**src/rtl/clk_park_pkg.sv**
```systemverilog
package clk_park_pkg;

  typedef enum logic [1:0] {
    ST_OFF  = 2'd0,
    ST_WAKE = 2'd1,
    ST_RUN  = 2'd2,
    ST_PARK = 2'd3
  } park_state_e;

  // Asserted meaning of a pin level; flip=1 makes the pin active-low.
  function automatic logic pin_asserted(input logic level, input logic flip);
    return level ^ flip;
  endfunction

  // Parked output is released when either the global or its own bit is set.
  function automatic logic park_floats(input logic float_all, input logic dis_bit);
    return float_all | dis_bit;
  endfunction

endpackage

```
**src/rtl/clk_park_sync.sv**
```systemverilog
module clk_park_sync #(
  parameter int WIDTH  = 4,
  parameter int STAGES = 2
) (
  input  logic             clk,
  input  logic             rst_n,
  input  logic [WIDTH-1:0] d,
  output logic [WIDTH-1:0] q
);
  logic [WIDTH-1:0] stg [STAGES];

  always_ff @(posedge clk or negedge rst_n) begin
    if (!rst_n) begin
      for (int k = 0; k < STAGES; k++) stg[k] <= '0;
    end else begin
      stg[0] <= d;
      for (int k = 1; k < STAGES; k++) stg[k] <= stg[k-1];
    end
  end

  assign q = stg[STAGES-1];
endmodule

```
**src/rtl/clk_park_regs.sv**
```systemverilog
module clk_park_regs #(
  parameter int         NUM_OUT = 4,
  parameter logic [3:0] REV_ID  = 4'h0,
  parameter logic [3:0] VEND_ID = 4'h8
) (
  input  logic               clk,
  input  logic               rst_n,
  input  logic               reg_wr,
  input  logic [1:0]         reg_addr,
  input  logic [7:0]         reg_wdata,
  output logic [7:0]         reg_rdata,
  output logic               float_all,
  output logic [NUM_OUT-1:0] dis_bits
);
  localparam logic [7:0] CTRL_MASK = 8'h01;
  localparam logic [7:0] DIS_MASK  = 8'((1 << NUM_OUT) - 1);
  localparam logic [7:0] ID_BYTE   = {REV_ID, VEND_ID};

  logic [7:0] ctrl_q, dis_q;

  always_ff @(posedge clk or negedge rst_n) begin
    if (!rst_n) begin
      ctrl_q <= '0;
      dis_q  <= '0;
    end else if (reg_wr) begin
      if (reg_addr == 2'd0) ctrl_q <= reg_wdata & CTRL_MASK;
      if (reg_addr == 2'd1) dis_q  <= reg_wdata & DIS_MASK;
    end
  end

  always_comb begin
    case (reg_addr)
      2'd0:    reg_rdata = ctrl_q;
      2'd1:    reg_rdata = dis_q;
      2'd2:    reg_rdata = ID_BYTE;
      default: reg_rdata = '0;
    endcase
  end

  assign float_all = ctrl_q[0];
  assign dis_bits  = dis_q[NUM_OUT-1:0];

  assert_reserved_zero_R9: assert property (@(posedge clk) disable iff (!rst_n)
    (reg_addr == 2'd0) |-> (reg_rdata[7:1] == 7'd0));
  assert_id_fixed_R9: assert property (@(posedge clk) disable iff (!rst_n)
    (reg_addr == 2'd2) |-> (reg_rdata == 8'h08 || ID_BYTE != 8'h08));
endmodule

```
**src/rtl/clk_park_seq.sv**
```systemverilog
module clk_park_seq
  import clk_park_pkg::*;
#(
  parameter int WAKE_CYCLES = 8
) (
  input  logic clk,
  input  logic rst_n,
  input  logic ready,
  input  logic pd_act,
  output logic gate_ok,
  output logic vco_en
);
  localparam int CW = $clog2(WAKE_CYCLES + 1);

  park_state_e    state_q, state_n;
  logic [CW-1:0]  cnt_q;
  logic           wake_last;

  assign wake_last = (cnt_q == CW'(WAKE_CYCLES - 1));

  always_comb begin
    state_n = state_q;
    case (state_q)
      ST_RUN:  if (pd_act) state_n = ST_PARK;
      ST_PARK: state_n = ST_OFF;
      ST_OFF:  if (!pd_act) state_n = ST_WAKE;
      ST_WAKE: if (pd_act) state_n = ST_PARK;
               else if (wake_last) state_n = ST_RUN;
      default: state_n = ST_OFF;
    endcase
  end

  assign gate_ok = ready && (state_q == ST_RUN) && !pd_act;

  always_ff @(posedge clk or negedge rst_n) begin
    if (!rst_n) begin
      state_q <= ST_OFF;
      cnt_q   <= '0;
      vco_en  <= 1'b0;
    end else if (ready) begin
      state_q <= state_n;
      vco_en  <= (state_n != ST_OFF);
      if (state_q == ST_WAKE) cnt_q <= cnt_q + 1'b1;
      else                    cnt_q <= '0;
    end
  end

  assert_vco_rise_from_off_R7: assert property (@(posedge clk) disable iff (!rst_n)
    $rose(vco_en) |-> ($past(state_q) == ST_OFF));
  assert_run_after_wait_R7: assert property (@(posedge clk) disable iff (!rst_n)
    (state_q == ST_RUN && $past(state_q) == ST_WAKE) |-> $past(wake_last));
endmodule

```
**src/rtl/clk_park_gate.sv**
```systemverilog
module clk_park_gate (
  input  logic clk,
  input  logic rst_n,
  input  logic open_n,
  input  logic float_sel,
  output logic gate_en,
  output logic clk_out,
  output logic clk_oe
);
  logic en_q, oe_q;

  // Gate changes at rising edges only; OR form parks the output high.
  always_ff @(posedge clk or negedge rst_n) begin
    if (!rst_n) begin
      en_q <= 1'b0;
      oe_q <= 1'b1;
    end else begin
      en_q <= open_n;
      oe_q <= open_n | ~float_sel;
    end
  end

  assign gate_en = en_q;
  assign clk_out = clk | ~en_q;
  assign clk_oe  = oe_q;

  assert_release_only_parked_R5: assert property (@(posedge clk) disable iff (!rst_n)
    !oe_q |-> !en_q);
endmodule

```
**src/rtl/clk_park_ctrl.sv**
```systemverilog
module clk_park_ctrl
  import clk_park_pkg::*;
#(
  parameter int                  NUM_OUT     = 4,
  parameter int                  WAKE_CYCLES = 8,
  parameter logic [NUM_OUT-1:0]  STOP_MASK   = 4'b0110,
  parameter logic [NUM_OUT-1:0]  GRP_A_MASK  = 4'b0011,
  parameter logic [NUM_OUT-1:0]  GRP_B_MASK  = 4'b1100
) (
  input  logic               clk,
  input  logic               rst_n,
  input  logic               strap_inv,
  input  logic               pd_pin,
  input  logic               stop_pin,
  input  logic               oe_a_pin,
  input  logic               oe_b_pin,
  input  logic               reg_wr,
  input  logic [1:0]         reg_addr,
  input  logic [7:0]         reg_wdata,
  output logic [7:0]         reg_rdata,
  output logic [NUM_OUT-1:0] clk_out,
  output logic [NUM_OUT-1:0] clk_oe,
  output logic               vco_en
);
  localparam int NPIN = 4;

  logic [1:0]         boot_q;
  logic               strap_q;
  logic               ready;
  logic [NPIN-1:0]    pin_s;
  logic               pd_act, stop_act, grp_a_on, grp_b_on;
  logic               gate_ok, float_all;
  logic [NUM_OUT-1:0] dis_bits, want, gate_en;

  always_ff @(posedge clk or negedge rst_n) begin
    if (!rst_n) begin
      boot_q  <= '0;
      strap_q <= 1'b0;
    end else begin
      if (boot_q == 2'd0) strap_q <= strap_inv;
      if (boot_q != 2'd3) boot_q <= boot_q + 2'd1;
    end
  end
  assign ready = (boot_q == 2'd3);

  clk_park_sync #(.WIDTH(NPIN), .STAGES(2)) u_sync (
    .clk(clk), .rst_n(rst_n),
    .d({oe_b_pin, oe_a_pin, stop_pin, pd_pin}),
    .q(pin_s)
  );

  assign pd_act   = pin_asserted(pin_s[0], ~strap_q);
  assign stop_act = pin_asserted(pin_s[1], ~strap_q);
  assign grp_a_on = pin_asserted(pin_s[2], strap_q);
  assign grp_b_on = pin_asserted(pin_s[3], strap_q);

  clk_park_regs #(.NUM_OUT(NUM_OUT)) u_regs (
    .clk(clk), .rst_n(rst_n), .reg_wr(reg_wr), .reg_addr(reg_addr),
    .reg_wdata(reg_wdata), .reg_rdata(reg_rdata),
    .float_all(float_all), .dis_bits(dis_bits)
  );

  clk_park_seq #(.WAKE_CYCLES(WAKE_CYCLES)) u_seq (
    .clk(clk), .rst_n(rst_n), .ready(ready), .pd_act(pd_act),
    .gate_ok(gate_ok), .vco_en(vco_en)
  );

  for (genvar i = 0; i < NUM_OUT; i++) begin : g_out
    assign want[i] = gate_ok
                   && !(stop_act && STOP_MASK[i])
                   && !(!grp_a_on && GRP_A_MASK[i])
                   && !(!grp_b_on && GRP_B_MASK[i])
                   && !dis_bits[i];
    clk_park_gate u_gate (
      .clk(clk), .rst_n(rst_n), .open_n(want[i]),
      .float_sel(park_floats(float_all, dis_bits[i])),
      .gate_en(gate_en[i]), .clk_out(clk_out[i]), .clk_oe(clk_oe[i])
    );
  end

  assert_vco_off_parked_R4: assert property (@(posedge clk) disable iff (!rst_n)
    !vco_en |-> (gate_en == '0));
  assert_park_before_vco_R4: assert property (@(posedge clk) disable iff (!rst_n)
    $fell(vco_en) |-> ($past(gate_en) == '0));
  assert_strap_frozen_R1: assert property (@(posedge clk) disable iff (!rst_n)
    ready |=> $stable(strap_q));
  assert_open_needs_vco_R6: assert property (@(posedge clk) disable iff (!rst_n)
    ((gate_en & ~$past(gate_en)) != '0) |-> ($past(vco_en) && vco_en));
endmodule

```
**config.mk**
```make
export PLATFORM = sky130hd
export DESIGN_NAME = clk_park_ctrl
export DESIGN_NICKNAME = d
export VERILOG_FILES = /design/src/rtl/clk_park_pkg.sv /design/src/rtl/clk_park_sync.sv /design/src/rtl/clk_park_regs.sv /design/src/rtl/clk_park_seq.sv /design/src/rtl/clk_park_gate.sv /design/src/rtl/clk_park_ctrl.sv
export SDC_FILE = /design/constraint.sdc
export NUM_CORES = 1
export LEC_CHECK = 0
export ABC_AREA = 1
export CAP_MARGIN = 20
export CELL_PAD_IN_SITES_DETAIL_PLACEMENT = 1
export CELL_PAD_IN_SITES_GLOBAL_PLACEMENT = 1
export CORE_UTILIZATION = 36
export DETAILED_ROUTE_END_ITERATION = 8
export PLACE_DENSITY_LB_ADDON = 0.1
export SLEW_MARGIN = 25
export SYNTH_ARGS = -nofsm -noshare
export SYNTH_HDL_FRONTEND = slang
export SYNTH_HIERARCHICAL = 1
export SYNTH_SLANG_ARGS = --single-unit
```
**constraint.sdc**
```tcl
create_clock -name clk -period 1.85 [get_ports clk]
set_input_delay 0.4625 -clock clk [delete_from_list [all_inputs] [get_ports clk]]
set_output_delay 0.4625 -clock clk [all_outputs]
set_load 0.05 [all_outputs]
```
==> impl_table.tex <==
\begin{tabular}{lr}
\hline
Metric & Value \\
\hline
\multicolumn{2}{l}{\textbf{Worst hold path}} \\
\quad Class of the worst hold path & in2async \\
\multicolumn{2}{l}{\textbf{Worst setup path}} \\
\quad Critical-path maximum fanout & 3 \\
\quad Critical Setup Path Class & clk2out \\
\quad CP endpoint kind & output port \\
\quad Arr. time, crit path & between 1 and 1.5 ns \\
\quad Worst R2R Start & boot\_q[0] \\
\quad Startpoint type of the worst setup path & clock port \\
\quad Start point of the critical path & clk \\
\quad Data required time at the worst endpoint & approximately 1.4 ns \\
\multicolumn{2}{l}{\textbf{Timing}} \\
\quad Worst-case setup margin in the final layout & -0.0544 ns \\
\quad Aggregate negative setup slack & -0.152 ns \\
\quad Final Hold Violating Endpoints & 0 \\
\quad Unrepaired setup endpoints after global routing & yes \\
\quad Post-Route Skew & 0.166 ns \\
\quad Smallest hold slack & between 0.2 and 0.25 ns \\
\quad Finish-stage setup viols & 4 \\
\quad Count of final max-slew check failures & 0 \\
\multicolumn{2}{l}{\textbf{Drt}} \\
\quad Via density per instance & around 4.6 \\
\quad Post-DR wirelength/cell & $\sim$12 um \\
\quad Router iterations before antenna repair & 4 \\
\quad \# DRC & 0 \\
\quad Vias & between 1k and 1.5k \\
\quad Post-route antenna net violation count & 0 \\
\quad Aggregate routed wire length & between 2000 and 3000 um \\
\quad Initial drt markers & 32 \\
\multicolumn{2}{l}{\textbf{Synthesis}} \\
\quad Post-synthesis sequential area ratio & 54.8\% \\
\quad Syn. warnings & 6 \\
\quad Post-synthesis register bit count & 31 \\
\quad Combined area of all synthesized cells & roughly 1400 sq um \\
\quad Number of instances in the synthesized netlist & 164 \\
\quad Synth top area cells & dfrtp\_1 47\%, nand2\_1 13\%, dfstp\_2 7.4\% \\
\quad Average footprint of a synthesized cell & 8.69 sq um \\
\quad Number of unique standard cell types used by synthesis & 22 \\
\quad Library cell occupying the most area in the post-synthesis netlist & dfrtp\_1 \\
\quad Proportion of netlist area held by the largest area contributor & a little under half \\
\multicolumn{2}{l}{\textbf{Status}} \\
\quad Status & finished, violations left \\
\quad Violations in the final reports & negative setup slack \\
\multicolumn{2}{l}{\textbf{GRT}} \\
\quad Global-route total usage across every layer & 16.5\% \\
\quad Via count of the first global-routing pass & 1216 \\
\quad Largest net degree at the start of global routing & 18 \\
\quad Leftover overflow at the end of global routing & 0 \\
\quad Initial antenna violation count & 0 \\
\quad Global-route wire length before repair & 5130 um \\
\multicolumn{2}{l}{\textbf{Finish}} \\
\quad Antenna fix cells & 0 \\
\quad Proportion of layout cells with a drive suffix above 1 & a little over a quarter \\
\quad Filler Cell Count & approximately 440 \\
\quad Final net count & 220 \\
\quad Post-layout utilization of the core & 55.0\% \\
\quad Area overhead of the layout relative to synthesis & 43.5\% \\
\quad Summed area of non-filler cells in the final layout & $\sim$2000 sq um \\
\quad Post-route insts no fill & $\sim$250 \\
\quad Highest-count cells in the layout ignoring fill and taps & 44 x nand2\_1, 27 x dfrtp\_1, 18 x inv\_1 \\
\quad Most frequent standard cell in the layout excluding fill and tap cells & nand2\_1 \\
\multicolumn{2}{l}{\textbf{Pwr}} \\
\quad Max IR drop VDD & around 0.85 mV \\
\quad Leakage & around 1.0 nW \\
\quad PnR Total Power & between 2 and 3 mW \\
\quad Pwr/cell area & 1330 nW/um\^{}2 \\
\multicolumn{2}{l}{\textbf{Placement}} \\
\quad Instance area at placement & between 1500 and 2000 sq um \\
\quad Detailed placer's ending HPWL & approximately 2300 um \\
\quad RD Place Congestion & roughly 0.84 \\
\quad Place WS & -0.284 ns \\
\quad I/O Buffers & 26 \\
\quad Placed cell count & roughly 240 \\
\multicolumn{2}{l}{\textbf{Floorplanning}} \\
\quad CORE AREA & between 3000 and 4000 sq um \\
\quad Number of rows created at floorplan & 22 \\
\quad Initial core utilization & about two fifths \\
\quad Vertical die dimension & approximately 65 um \\
\quad Area of the die & roughly 4200 sq um \\
\quad Number of primary I/O pins & 35 \\
\quad Die outline width & $\sim$65 um \\
\multicolumn{2}{l}{\textbf{CTS}} \\
\quad Later-pin clock latency in the skew report & 0.39 ns \\
\quad Clock tree from TritonCTS & yes \\
\quad Clock Path Buffers & 2 \\
\quad H-tree depth & 2 \\
\quad Clock buffers created by TritonCTS & 5 \\
\quad CTS root buffer & clkbuf\_8 \\
\quad Clock edge transition at the registers on the reported setup and hold paths & about 0.08 ns \\
\multicolumn{2}{l}{\textbf{Flow run}} \\
\quad Number of max-cap violations & 0 \\
\hline
\end{tabular}
[sequential cells by signal, summed over array words and instances (netlist names)]
signal	flops
boot_q	2
u_regs/dis_q	4
u_sync/stg	4
u_seq/cnt_q	4
g_out.u_gate/clk_oe	4
u_sync/q	4
u_seq/vco_en	1
u_regs/ctrl_q	1
g_out.u_gate/gate_en	4
u_seq/state_q	2
strap_q	1
[repair_timing]
action / 4_1_cts / 5_1_grt
endpoints found under the setup margin: 12 / 4
buffers inserted: 3 / 0
resized for setup: 46 / 15
hold buffers: 0 / 0
pin swaps: 3 / 0
[final timing paths]
| path | cells past startpoint | endpoint | slack [ns] |
|---|---|---|---|
| setup / recovery | 5 | clk_out[2] | -0.05 |
| hold / removal | 1 | u_seq/cnt_q[1] | 0.25 |
| setup reg to reg | 7 | g_out[0].u_gate/clk_oe | 0.34 |
| hold reg to reg | 0 | u_sync/q[3] | 0.35 |
| max in group asynchronous | 2 | g_out[0].u_gate/clk_oe | 0.93 |
| min in group clk | 0 | u_sync/q[3] | 0.35 |
[cells by family after synthesis]
kind of cell    Yosys count  synth area share (%)
simple gates             81                  24.3
buf+inv                  35                  12.1
flops                    31                  54.8
compound gates           10                  3.95
fa+ha+maj                 3                  2.63
xor+xnor                  2                  1.23
other cells               1                 0.263
mux                       1                 0.702
[layout make-up]
| class | count | area [sq um] | share of cell area (%) |
|---|---|---|---|
| sequential | 31 | 781 | 38.2 |
| multi-input combinational | 101 | 527 | 25.8 |
| timing repair buffer | 28 | 340 | 16.6 |
| clock buffer | 13 | 179 | 8.75 |
| clock inverter | 6 | 78.8 | 3.86 |
| inverter | 21 | 78.8 | 3.86 |
| tap | 48 | 60.1 | 2.94 |
[synthesized netlist by cell type (all sizes together)]
library cell and instances:
a21boi 1, nand2 49, buf 10, dfstp 4, o21ai 5, a21oi 4, ha 3, inv 25
nor2 16, nand4 4, mux2i 1, conb 1, dfrtp 27, xnor2 2, nand3 10, or2 2
[report_power, final]
part	total, mW	switching, mW	internal [mW]
combinational	0.663	0.391	0.272
sequential	0.899	0.0949	0.804
clock	1.15	0.484	0.664
[critical path, cell delays in order]
cell	delay, ns
clkbuf_16	0.13
clkbuf_16	0.16
clkinv_8	0.04
nand2_4	0.04
buf_8	0.14
[layer usage]
| layer | GRT usage [%] | vias to the layer above | wire, um |
|---|---|---|---|
| met5 | 0 | - | 0 |
| met3 | 6.16 | 9 | 125 |
| li1 | - | 561 | - |
| met4 | 10.6 | 0 | 72 |
| met1 | 19.6 | 540 | 1300 |
| met2 | 24.7 | 26 | 1450 |
(Power assumes the default switching activity.)
